<file path="src/rtl/rx_fifo_pkg.sv">
package rx_fifo_pkg;

  typedef struct packed {
    logic       brk;
    logic       fe;
    logic       pe;
    logic [7:0] data;
  } rx_entry_t;

  // trigger code -> byte threshold
  function automatic int unsigned trig_bytes(input logic [1:0] sel);
    case (sel)
      2'd0:    return 1;
      2'd1:    return 4;
      2'd2:    return 8;
      default: return 14;
    endcase
  endfunction

endpackage

</file>
<file path="src/rtl/rx_fifo_store.sv">
module rx_fifo_store
  import rx_fifo_pkg::*;
#(
  parameter int unsigned DEPTH = 16,
  parameter int unsigned CNT_W = $clog2(DEPTH + 1)
) (
  input  logic             clk_i,
  input  logic             rst_ni,
  input  logic             flush_i,
  input  logic             push_i,
  input  logic             pop_i,
  input  rx_entry_t        wdata_i,
  output rx_entry_t        head_o,
  output logic [CNT_W-1:0] count_o
);

  localparam int unsigned PTR_W = (DEPTH > 1) ? $clog2(DEPTH) : 1;
  localparam logic [PTR_W-1:0] LAST = PTR_W'(DEPTH - 1);

  rx_entry_t        slot_q [DEPTH];
  logic [PTR_W-1:0] wr_ptr_q, rd_ptr_q;
  logic [CNT_W-1:0] cnt_q;

  function automatic logic [PTR_W-1:0] ptr_inc(input logic [PTR_W-1:0] p);
    return (p == LAST) ? '0 : p + 1'b1;
  endfunction

  always_ff @(posedge clk_i) begin
    if (push_i) slot_q[wr_ptr_q] <= wdata_i;
  end

  always_ff @(posedge clk_i or negedge rst_ni) begin
    if (!rst_ni) begin
      wr_ptr_q <= '0;
      rd_ptr_q <= '0;
      cnt_q    <= '0;
    end else if (flush_i) begin
      wr_ptr_q <= '0;
      rd_ptr_q <= '0;
      cnt_q    <= '0;
    end else begin
      if (push_i) wr_ptr_q <= ptr_inc(wr_ptr_q);
      if (pop_i)  rd_ptr_q <= ptr_inc(rd_ptr_q);
      case ({push_i, pop_i})
        2'b10:   cnt_q <= cnt_q + 1'b1;
        2'b01:   cnt_q <= cnt_q - 1'b1;
        default: cnt_q <= cnt_q;
      endcase
    end
  end

  assign head_o  = (cnt_q != '0) ? slot_q[rd_ptr_q] : '0;
  assign count_o = cnt_q;

endmodule

</file>
<file path="src/rtl/rx_err_track.sv">
module rx_err_track #(
  parameter int unsigned CNT_W = 5
) (
  input  logic clk_i,
  input  logic rst_ni,
  input  logic flush_i,
  input  logic push_i,
  input  logic push_err_i,
  input  logic pop_i,
  input  logic pop_err_i,
  input  logic drop_i,
  input  logic lsr_rd_i,
  output logic overrun_o,
  output logic any_err_o
);

  logic [CNT_W-1:0] err_cnt_q, err_cnt_d;
  logic             any_err_q, ovr_q;
  logic             inc, dec;

  assign inc = push_i && push_err_i;
  assign dec = pop_i && pop_err_i;

  always_comb begin
    err_cnt_d = err_cnt_q;
    if (flush_i)         err_cnt_d = '0;
    else if (inc && !dec) err_cnt_d = err_cnt_q + 1'b1;
    else if (dec && !inc) err_cnt_d = err_cnt_q - 1'b1;
  end

  always_ff @(posedge clk_i or negedge rst_ni) begin
    if (!rst_ni) begin
      err_cnt_q <= '0;
      any_err_q <= 1'b0;
      ovr_q     <= 1'b0;
    end else begin
      err_cnt_q <= err_cnt_d;
      if (flush_i)                              any_err_q <= 1'b0;
      else if (inc)                             any_err_q <= 1'b1;
      else if (lsr_rd_i && err_cnt_d == '0)     any_err_q <= 1'b0;
      // set wins over read-clear
      if (drop_i)        ovr_q <= 1'b1;
      else if (lsr_rd_i) ovr_q <= 1'b0;
    end
  end

  assign overrun_o = ovr_q;
  assign any_err_o = any_err_q;

endmodule

</file>
<file path="src/rtl/rx_rts_ctrl.sv">
module rx_rts_ctrl (
  input  logic clk_i,
  input  logic rst_ni,
  input  logic force_i,
  input  logic afc_i,
  input  logic start_i,
  input  logic at_trig_i,
  output logic rts_o
);

  logic rts_q;

  always_ff @(posedge clk_i or negedge rst_ni) begin
    if (!rst_ni)                rts_q <= 1'b0;
    else if (!force_i)          rts_q <= 1'b0;
    else if (!afc_i)            rts_q <= 1'b1;
    else if (!at_trig_i)        rts_q <= 1'b1;
    else if (start_i)           rts_q <= 1'b0;
  end

  assign rts_o = rts_q;

endmodule

</file>
<file path="src/rtl/rx_fifo_lsr.sv">
module rx_fifo_lsr
  import rx_fifo_pkg::*;
#(
  parameter int unsigned DEPTH = 16
) (
  input  logic       clk_i,
  input  logic       rst_ni,
  input  logic       fifo_en_i,
  input  logic       flush_i,
  input  logic [1:0] trig_sel_i,
  input  logic       wr_valid_i,
  input  logic [7:0] wr_data_i,
  input  logic       wr_pe_i,
  input  logic       wr_fe_i,
  input  logic       wr_brk_i,
  input  logic       rd_data_i,
  input  logic       rd_lsr_i,
  input  logic       rts_force_i,
  input  logic       afc_en_i,
  input  logic       start_bit_i,
  output logic [7:0] rd_data_o,
  output logic       head_pe_o,
  output logic       head_fe_o,
  output logic       head_brk_o,
  output logic       data_ready_o,
  output logic       rx_avail_o,
  output logic       overrun_o,
  output logic       any_err_o,
  output logic       rts_o
);

  localparam int unsigned CNT_W = $clog2(DEPTH + 1);

  rx_entry_t        wr_entry, head;
  logic [CNT_W-1:0] fill_cnt, cap, thr;
  logic             full, pop_ok, push_ok, drop, at_trig;

  assign wr_entry = '{brk: wr_brk_i, fe: wr_fe_i, pe: wr_pe_i, data: wr_data_i};

  assign cap     = fifo_en_i ? CNT_W'(DEPTH) : CNT_W'(1);
  assign thr     = fifo_en_i ? CNT_W'(trig_bytes(trig_sel_i)) : CNT_W'(1);
  assign full    = fill_cnt >= cap;
  assign pop_ok  = rd_data_i && !flush_i && (fill_cnt != '0);
  assign push_ok = wr_valid_i && !flush_i && (!full || pop_ok);
  assign drop    = wr_valid_i && !flush_i && full && !pop_ok;
  assign at_trig = fill_cnt >= thr;

  rx_fifo_store #(.DEPTH(DEPTH), .CNT_W(CNT_W)) u_store (
    .clk_i   (clk_i),
    .rst_ni  (rst_ni),
    .flush_i (flush_i),
    .push_i  (push_ok),
    .pop_i   (pop_ok),
    .wdata_i (wr_entry),
    .head_o  (head),
    .count_o (fill_cnt)
  );

  rx_err_track #(.CNT_W(CNT_W)) u_err (
    .clk_i      (clk_i),
    .rst_ni     (rst_ni),
    .flush_i    (flush_i),
    .push_i     (push_ok),
    .push_err_i (wr_pe_i | wr_fe_i | wr_brk_i),
    .pop_i      (pop_ok),
    .pop_err_i  (head.pe | head.fe | head.brk),
    .drop_i     (drop),
    .lsr_rd_i   (rd_lsr_i),
    .overrun_o  (overrun_o),
    .any_err_o  (any_err_o)
  );

  rx_rts_ctrl u_rts (
    .clk_i     (clk_i),
    .rst_ni    (rst_ni),
    .force_i   (rts_force_i),
    .afc_i     (afc_en_i),
    .start_i   (start_bit_i),
    .at_trig_i (at_trig),
    .rts_o     (rts_o)
  );

  assign rd_data_o    = head.data;
  assign head_pe_o    = head.pe;
  assign head_fe_o    = head.fe;
  assign head_brk_o   = head.brk;
  assign data_ready_o = fill_cnt != '0;
  assign rx_avail_o   = at_trig;

endmodule

</file>
<file path="config.mk">
export PLATFORM = sky130hd
export DESIGN_NAME = rx_fifo_lsr
export DESIGN_NICKNAME = d
export VERILOG_FILES = /design/src/rtl/rx_fifo_pkg.sv /design/src/rtl/rx_fifo_store.sv /design/src/rtl/rx_err_track.sv /design/src/rtl/rx_rts_ctrl.sv /design/src/rtl/rx_fifo_lsr.sv
export SDC_FILE = /design/constraint.sdc
export NUM_CORES = 1
export LEC_CHECK = 0
export BUFFER_PORTS_ARGS = -buffer_cell sky130_fd_sc_hd__buf_2
export CAP_MARGIN = 20
export CORE_AREA = 2 2 114 143
export CTS_CLUSTER_DIAMETER = 150
export DETAILED_ROUTE_END_ITERATION = 7
export DIE_AREA = 0 0 116 145
export GPL_ROUTABILITY_DRIVEN = 1
export GPL_TIMING_DRIVEN = 1
export PLACE_DENSITY = 0.85
export SETUP_SLACK_MARGIN = 0.5
export SLEW_MARGIN = 0
export SYNTH_ARGS = -nofsm -noshare
export SYNTH_HDL_FRONTEND = slang
export SYNTH_SLANG_ARGS = --single-unit
</file>
<file path="constraint.sdc">
create_clock -name clk_i -period 2.8 [get_ports clk_i]
set_clock_uncertainty 0.2 [all_clocks]
set_input_delay 0.56 -clock clk_i [delete_from_list [all_inputs] [get_ports clk_i]]
set_output_delay 0.56 -clock clk_i [all_outputs]
set_load 0.005 [all_outputs]
</file>
==> flow_summary.yaml, run 1 <==
critical_path:
  r2r_setup_slack_ps: -390
  critPathMaxStageDelay_ps: 550
  worstRegToRegCells: 12
  cp-start-kind: "register"
  worstPathCellList: "buf_8 -> buf_12 -> mux4_2 -> mux4_2 -> nor2b_1 -> buf_2"
  crit_arrival_ps: 2540
  cp_max_fo: 6
  reg2reg_to: "u_err.any_err_o"
  critPathMostFrequentCell: "mux4_2"
  crit_type: "reg2out"
  cpMaxStageDelayCell: "mux4_2"
  cp.required_ps: 2040
  end_kind: "primary output"
  r2r_start: "u_store.rd_ptr_q[0]"
grt:
  grt_pass1_vias: 5419
  grt_use_total: 0.299
  grt_overflow_total: 0
  grt_pass1_wl_um: 35100
  grt_max_degree: 22
  antenna_found_initial: 0
yosys:
  seq_area_frac_synth: 0.697
  synth_cells: 463
  synth_edf_count: 176
  netlist.area_leader.share: 0.634
  synth.net_count: 503
  yosys-top-cells-area: "edfxtp_1 63%, mux4_2 14%, dfrtp_1 6.3%"
  ys_ff_latch: 197
  yosys_warnings: 0
  yosysTopAreaCell: "edfxtp_1"
  yosysUniqueCellTypes: 46
  netlist_area_sq_um: 8340
  avgSynthCellArea_sq_um: 18.0
  async_flop_share: 0.107
  synth_flop_cell: "edfxtp_1"
timing:
  fin_crit_ps: 3300
  final.period_utilization: 1.18
  max_freq_mhz: 303
  fin_ws_ps: -499
  tns_ps: -5890
  final_max_slew_viol_count: 0
  finalSetupViolCount: 41
  whs_ps: 88.0
  rsz0062_at_grt: "true"
  hold_viol: 0
  relSlewSlack: 0.318
  worst_pin_slew_ps: 1020
clock_tree:
  clkLatencyLatePin_ps: 440
  root_buffer: "clkbuf_16"
  cts_made_buffers: 17
  cts_sinks: 197
  cts_tree: "yes"
  cts_htree_levels: 4
  clk_pin_slew_worst_paths_ps: 80
  clockBufferDepth: 2
place:
  io_buffers: 38
  gp_congestion: 0.830
  dp.final_hpwl_um: 10800
drt:
  route.detailed.drc: 0
  wirelength_um: 25300
  postRouteAntennaNets: 0
  first_iter_violations: 811
  route.vias.total: 5535
  via_per_inst: 6.84
  wl_per_cell_um: 31.3
  dr.pass1.iters: 5
power_and_ir_drop:
  p_leak_nw: 3.74
  ir_drop_mv: 0.509
  cellPowerDensity_nw_per_um2: 724
floorplan:
  row_count: 51
  initial_core_util: 0.540
  core-area_sq_um: 15400
  die_height_um: 145
  pin_count: 39
  die_area_sq_um: 16800
  die_w_um: 116
final_layout:
  n_fill_cell: 917
  layout.nets: 624
  area.growth.synth_to_final_pct: 27.9
  drive_gt1_frac: 0.462
  diodes: 0
status:
  outcome: "finished with violations"
  violations: "setup timing"
hold_path:
  worstHoldPathCells: 2
  min_to: "u_rts.rts_o"
  hold_path.startpoint: "afc_en_i"
  min-delay-path-class: "in2reg"
run:
  cap_viol_max_count: 0
-- cells in the final DEF (no fill, tap or decap), types with 4 or more instances in the layout --
cell,n
inv_1,11
and2_4,16
xor2_1,5
nor2_1,16
edfxtp_1,176
o21ai_0,4
nor3_1,4
nor2b_1,12
nand3_2,4
buf_2,38
nand2b_1,4
nor2_4,5
nor3_4,4
a21oi_2,6
a21oi_1,10
clkinv_8,5
nand2_1,12
buf_4,36
buf_6,18
ha_4,5
a21o_1,4
clkbuf_16,18
inv_8,5
mux4_2,51
nand3_1,8
buf_16,4
buf_12,6
ha_1,11
dfrtp_1,18
xnor2_2,4
and3_4,7
and4_4,8
-- kinds of logic (layout without fill, tap and decap cells) --
group,after synthesis,after routing,synth area share
fa+ha+maj,17,17,0.0264
compound gates,52,52,0.0426
xor+xnor,10,10,0.0105
simple gates,100,116,0.0629
flops,197,197,0.697
mux,56,56,0.146
buf+inv,31,149,0.0153
-- per-layer routing --
| layer | up-vias | part of all wire | global-route usage |
|---|---|---|---|
| met5 | - | 0 | 0 |
| met4 | 0 | 0.068 | 0.150 |
| met3 | 134 | 0.10 | 0.0660 |
| met2 | 513 | 0.49 | 0.481 |
| met1 | 2750 | 0.33 | 0.384 |
| li1 | 2138 | - | - |
-- state kept, by name, indices dropped and copies added (netlist names) --
signal,flops
u_err.any_err_o,1
u_store.wr_ptr_q,4
u_err.err_cnt_q,5
u_store.count_o,5
u_store.rd_ptr_q,4
u_store.slot_q,176
u_rts.rts_o,1
u_err.overrun_o,1
-- Yosys cell counts, types with 4 or more instances --
cell      number
mux2i_1        4
and3_1         4
inv_1         12
and2_1        11
mux4_2        51
nand2b_1       5
o21ai_0        6
nor3_1         9
nor2_1        21
edfxtp_1     176
and4_1         4
clkbuf_1      12
a21oi_1       17
xor2_1         5
nor2b_1       14
nand3_1       12
xnor2_1        5
a21o_1         4
ha_1          16
nand2_1       15
dfrtp_1       21
-- metrics by stage --
stage               instances  total power, mW  setup WS (ps)  instance area [sq um]   util
finish                    809             7.72           -499                  10700  0.691
global route              809             7.92           -529                  10700  0.691
CTS                       796             7.36           -413                  10400  0.674
detailed placement        719             4.62          -77.2                   9100  0.590
global placement          719             4.57           24.1                   9100  0.590
floorplan                 463             4.19           48.9                   8510      -
-- worst max-delay path, delay by kind of cell (launching register included) --
family | cells | cell delay, ps
buf+inv | 3 | 420
mux | 2 | 1080
simple gates | 1 | 160
flops | 1 | 430
-- worst max-delay path by stage --
stage	end	slack (ps)	startpoint	cells after the start
after detailed placement	u_err.any_err_o	-80	u_store.count_o[2]	9
after floorplan	u_err.any_err_o	50	u_store.rd_ptr_q[0]	9
after global routing	rd_data_o[2]	-530	u_store.rd_ptr_q[0]	6
after CTS	rd_data_o[2]	-410	u_store.rd_ptr_q[0]	6
final	rd_data_o[2]	-500	u_store.rd_ptr_q[0]	6
after global placement	rd_data_o[5]	20	u_store.rd_ptr_q[0]	6
-- report_power, final --
group	total [mW]	switching [mW]	leakage, nW	internal (mW)
Clock	2.49	1.28	0.294	1.22
Sequential	3.34	0.0715	1.87	3.27
Combinational	1.89	0.935	1.58	0.954
Total	7.72	2.28	3.74	5.44
-- area by class of cell --
cell class	instances	area [sq um]	area share
inverter	12	45.0	0.00422
tap	212	265	0.0249
clock buffer	17	425	0.0399
clock inverter	15	184	0.0172
sequential	197	5820	0.545
timing repair buffer	105	943	0.0885
multi-input combinational	251	2990	0.280
-- repair_timing --
| item | 4_1_cts | 5_1_grt |
|---|---|---|
| hold endpoints to repair | 21 | 0 |
| setup buffers | 25 | 12 |
| gates cloned | 19 | 1 |
| setup endpoints to repair | 203 | 204 |
| hold buffers | 1 | 0 |
| gates resized for setup | 63 | 29 |
| pin swaps | 20 | 20 |
Power figures use the tool's default switching activity.
==> run 2: changes to the inputs <==
--- a/config.mk
+++ b/config.mk
@@ -7,13 +7,13 @@
 export LEC_CHECK = 0
 export BUFFER_PORTS_ARGS = -buffer_cell sky130_fd_sc_hd__buf_2
 export CAP_MARGIN = 20
-export CORE_AREA = 2 2 114 143
+export CORE_AREA = 2 2 153 192
 export CTS_CLUSTER_DIAMETER = 150
 export DETAILED_ROUTE_END_ITERATION = 7
-export DIE_AREA = 0 0 116 145
+export DIE_AREA = 0 0 155 194
 export GPL_ROUTABILITY_DRIVEN = 1
 export GPL_TIMING_DRIVEN = 1
-export PLACE_DENSITY = 0.85
+export PLACE_DENSITY = 0.57
 export SETUP_SLACK_MARGIN = 0.5
 export SLEW_MARGIN = 0
 export SYNTH_ARGS = -nofsm -noshare
==> run 2 against run 1 <==
Hold slack improved by 1.1 ps. Sequential power about the same. Setup slack better by 120 ps. Critical path depth did not move. Critical endpoint is now rd_data_o[3]. The run still ends with setup timing left. Core utilization down 29 points. Global-route usage is 16 points lower. Final area increased by 4.7%. Combinational power rose by 2%. Wire length is 17% lower. Die area up 79%. Final cell count up 21%.
==> flow_summary.yaml, run 2 (synthesis results as in run 1) <==
power_and_ir_drop:
  switching_share: 0.266
  p_switching_mw: 2.03
  intPower_mw: 5.58
  p_leak_nw: 3.92
  cellPowerDensity_nw_per_um2: 681
  ir_drop_mv: 0.401
  clockPowerShare: 0.308
  power_frac_seq: 0.437
  pwr-share-comb: 0.254
critical_path:
  cp_max_fo: 6
  worstRegToRegCells: 12
  cp.required_ps: 2040
  end_kind: "primary output"
  crit_arrival_ps: 2420
  crit_type: "reg2out"
  cp-start-kind: "register"
timing:
  fin_crit_ps: 3180
  worst_pin_slew_ps: 716
  relSlewSlack: 0.523
  rsz0062_at_grt: "true"
  hold_viol: 0
  finalSetupViolCount: 16
  max_freq_mhz: 314
  final.period_utilization: 1.14
  whs_ps: 89.1
  final_max_slew_viol_count: 0
  fin_ws_ps: -381
final_layout:
  top_register: "u_store.slot_q"
  drive_gt1_frac: 0.477
  diodes: 0
  fin_util: 0.396
  layout_common_cells: "176 x edfxtp_1, 51 x mux4_2, 48 x buf_4"
  layout_commonest_cell: "edfxtp_1"
  area.growth.synth_to_final_pct: 33.9
  largest_reg_flops: 176
  layout.nets: 647
grt:
  grtUsageMet1: 0.181
  grt_use_met3: 0.0273
  grt_pass1_vias: 5033
  grt_max_degree: 22
  grt_overflow_total: 0
  grt_pass1_wl_um: 31200
  gr-usage-met2: 0.246
  antenna_found_initial: 0
  grt_busiest_layer: "met2"
  grt_use_total: 0.142
clock_tree:
  cts_htree_levels: 4
  clk_pin_slew_worst_paths_ps: 70
  cts_sinks: 197
  clkLatencyLatePin_ps: 440
  cts_tree: "yes"
  cts_made_buffers: 17
  root_buffer: "clkbuf_16"
  clockBufferDepth: 2
status:
  violations: "setup timing"
  outcome: "finished with violations"
floorplan:
  row_count: 69
  core-area_sq_um: 28200
  pin_count: 39
  die_area_sq_um: 30100
  initial_core_util: 0.295
  die_height_um: 194
  die_w_um: 155
drt:
  route.vias.total: 4891
  postRouteAntennaNets: 0
  route.detailed.drc: 0
  wl_per_cell_um: 21.6
  dr.pass1.iters: 5
  first_iter_violations: 307
  via_per_inst: 5.02
  wirelength_um: 21100
hold_path:
  worstHoldPathCells: 2
  min-delay-path-class: "in2reg"
place:
  gp_congestion: 0.760
  dp.final_hpwl_um: 12800
  io_buffers: 38
run:
  cap_viol_max_count: 0
[run 2: area by class of cell]
| cell class | count | area, sq um |
|---|---|---|
| sequential | 197 | 5810 |
| clock buffer | 18 | 429 |
| inverter | 12 | 45.0 |
| tap | 355 | 444 |
| clock inverter | 14 | 129 |
| multi-input combinational | 242 | 2920 |
| timing repair buffer | 137 | 1400 |
| fill | 2510 | 17100 |
[run 2: path summary, 6_finish.rpt]
path / start / to / slack (ps)
worst max-delay path: u_store.rd_ptr_q[0] / rd_data_o[3] / -380
worst min-delay path: afc_en_i / u_rts.rts_o / 90
worst max register to register: u_store.rd_ptr_q[0] / u_err.any_err_o / -240
worst min register to register: u_err.overrun_o / u_err.overrun_o / 360
max in group asynchronous: rst_ni / u_store.rd_ptr_q[0] / 1570
min in group asynchronous: rst_ni / u_err.err_cnt_q[0] / 430
[run 2: what timing repair did]
| item | CTS | global route |
|---|---|---|
| pin swaps | 17 | 9 |
| setup endpoints to repair | 202 | 203 |
| endpoints found under the hold margin | 21 | 0 |
| cloned | 8 | 1 |
| resized for setup | 63 | 29 |
| hold buffers | 1 | 0 |
| buffers inserted | 29 | 18 |
[run 2: power by group through the flow]
stage,clock network [mW],registers (mW),logic (mW)
floorplan,0,3.38,0.809
global placement,0,3.38,1.31
detailed placement,0,3.39,1.35
CTS,2.39,3.32,1.69
global route,2.49,3.33,2.06
finish,2.34,3.33,1.93
[run 2: worst max-delay path, cell delays in order, from the launching register on]
cell       delay (ps)
dfrtp_2           420
buf_12            170
clkbuf_16         170
mux4_2            490
mux4_2            470
nor2b_1           130
buf_2             120
[run 2: through the flow]
step	instances	area (sq um)	TNS, ps	setup slack, ps	total power, mW
finish	975	11200	-4110	-381	7.60
global route	975	11200	-5630	-447	7.88
CTS	956	10900	-4380	-410	7.40
detailed placement	886	9660	-329	-55.0	4.74
global placement	886	9660	-150	-39.4	4.69
floorplan	463	8510	0	48.9	4.19
[run 2: layer usage]
layer  vias up  routed length [um]
li1       2168                   -
met1      2560                8750
met2       132               11100
met3        31                 784
met4         0                 417
met5         -                   0
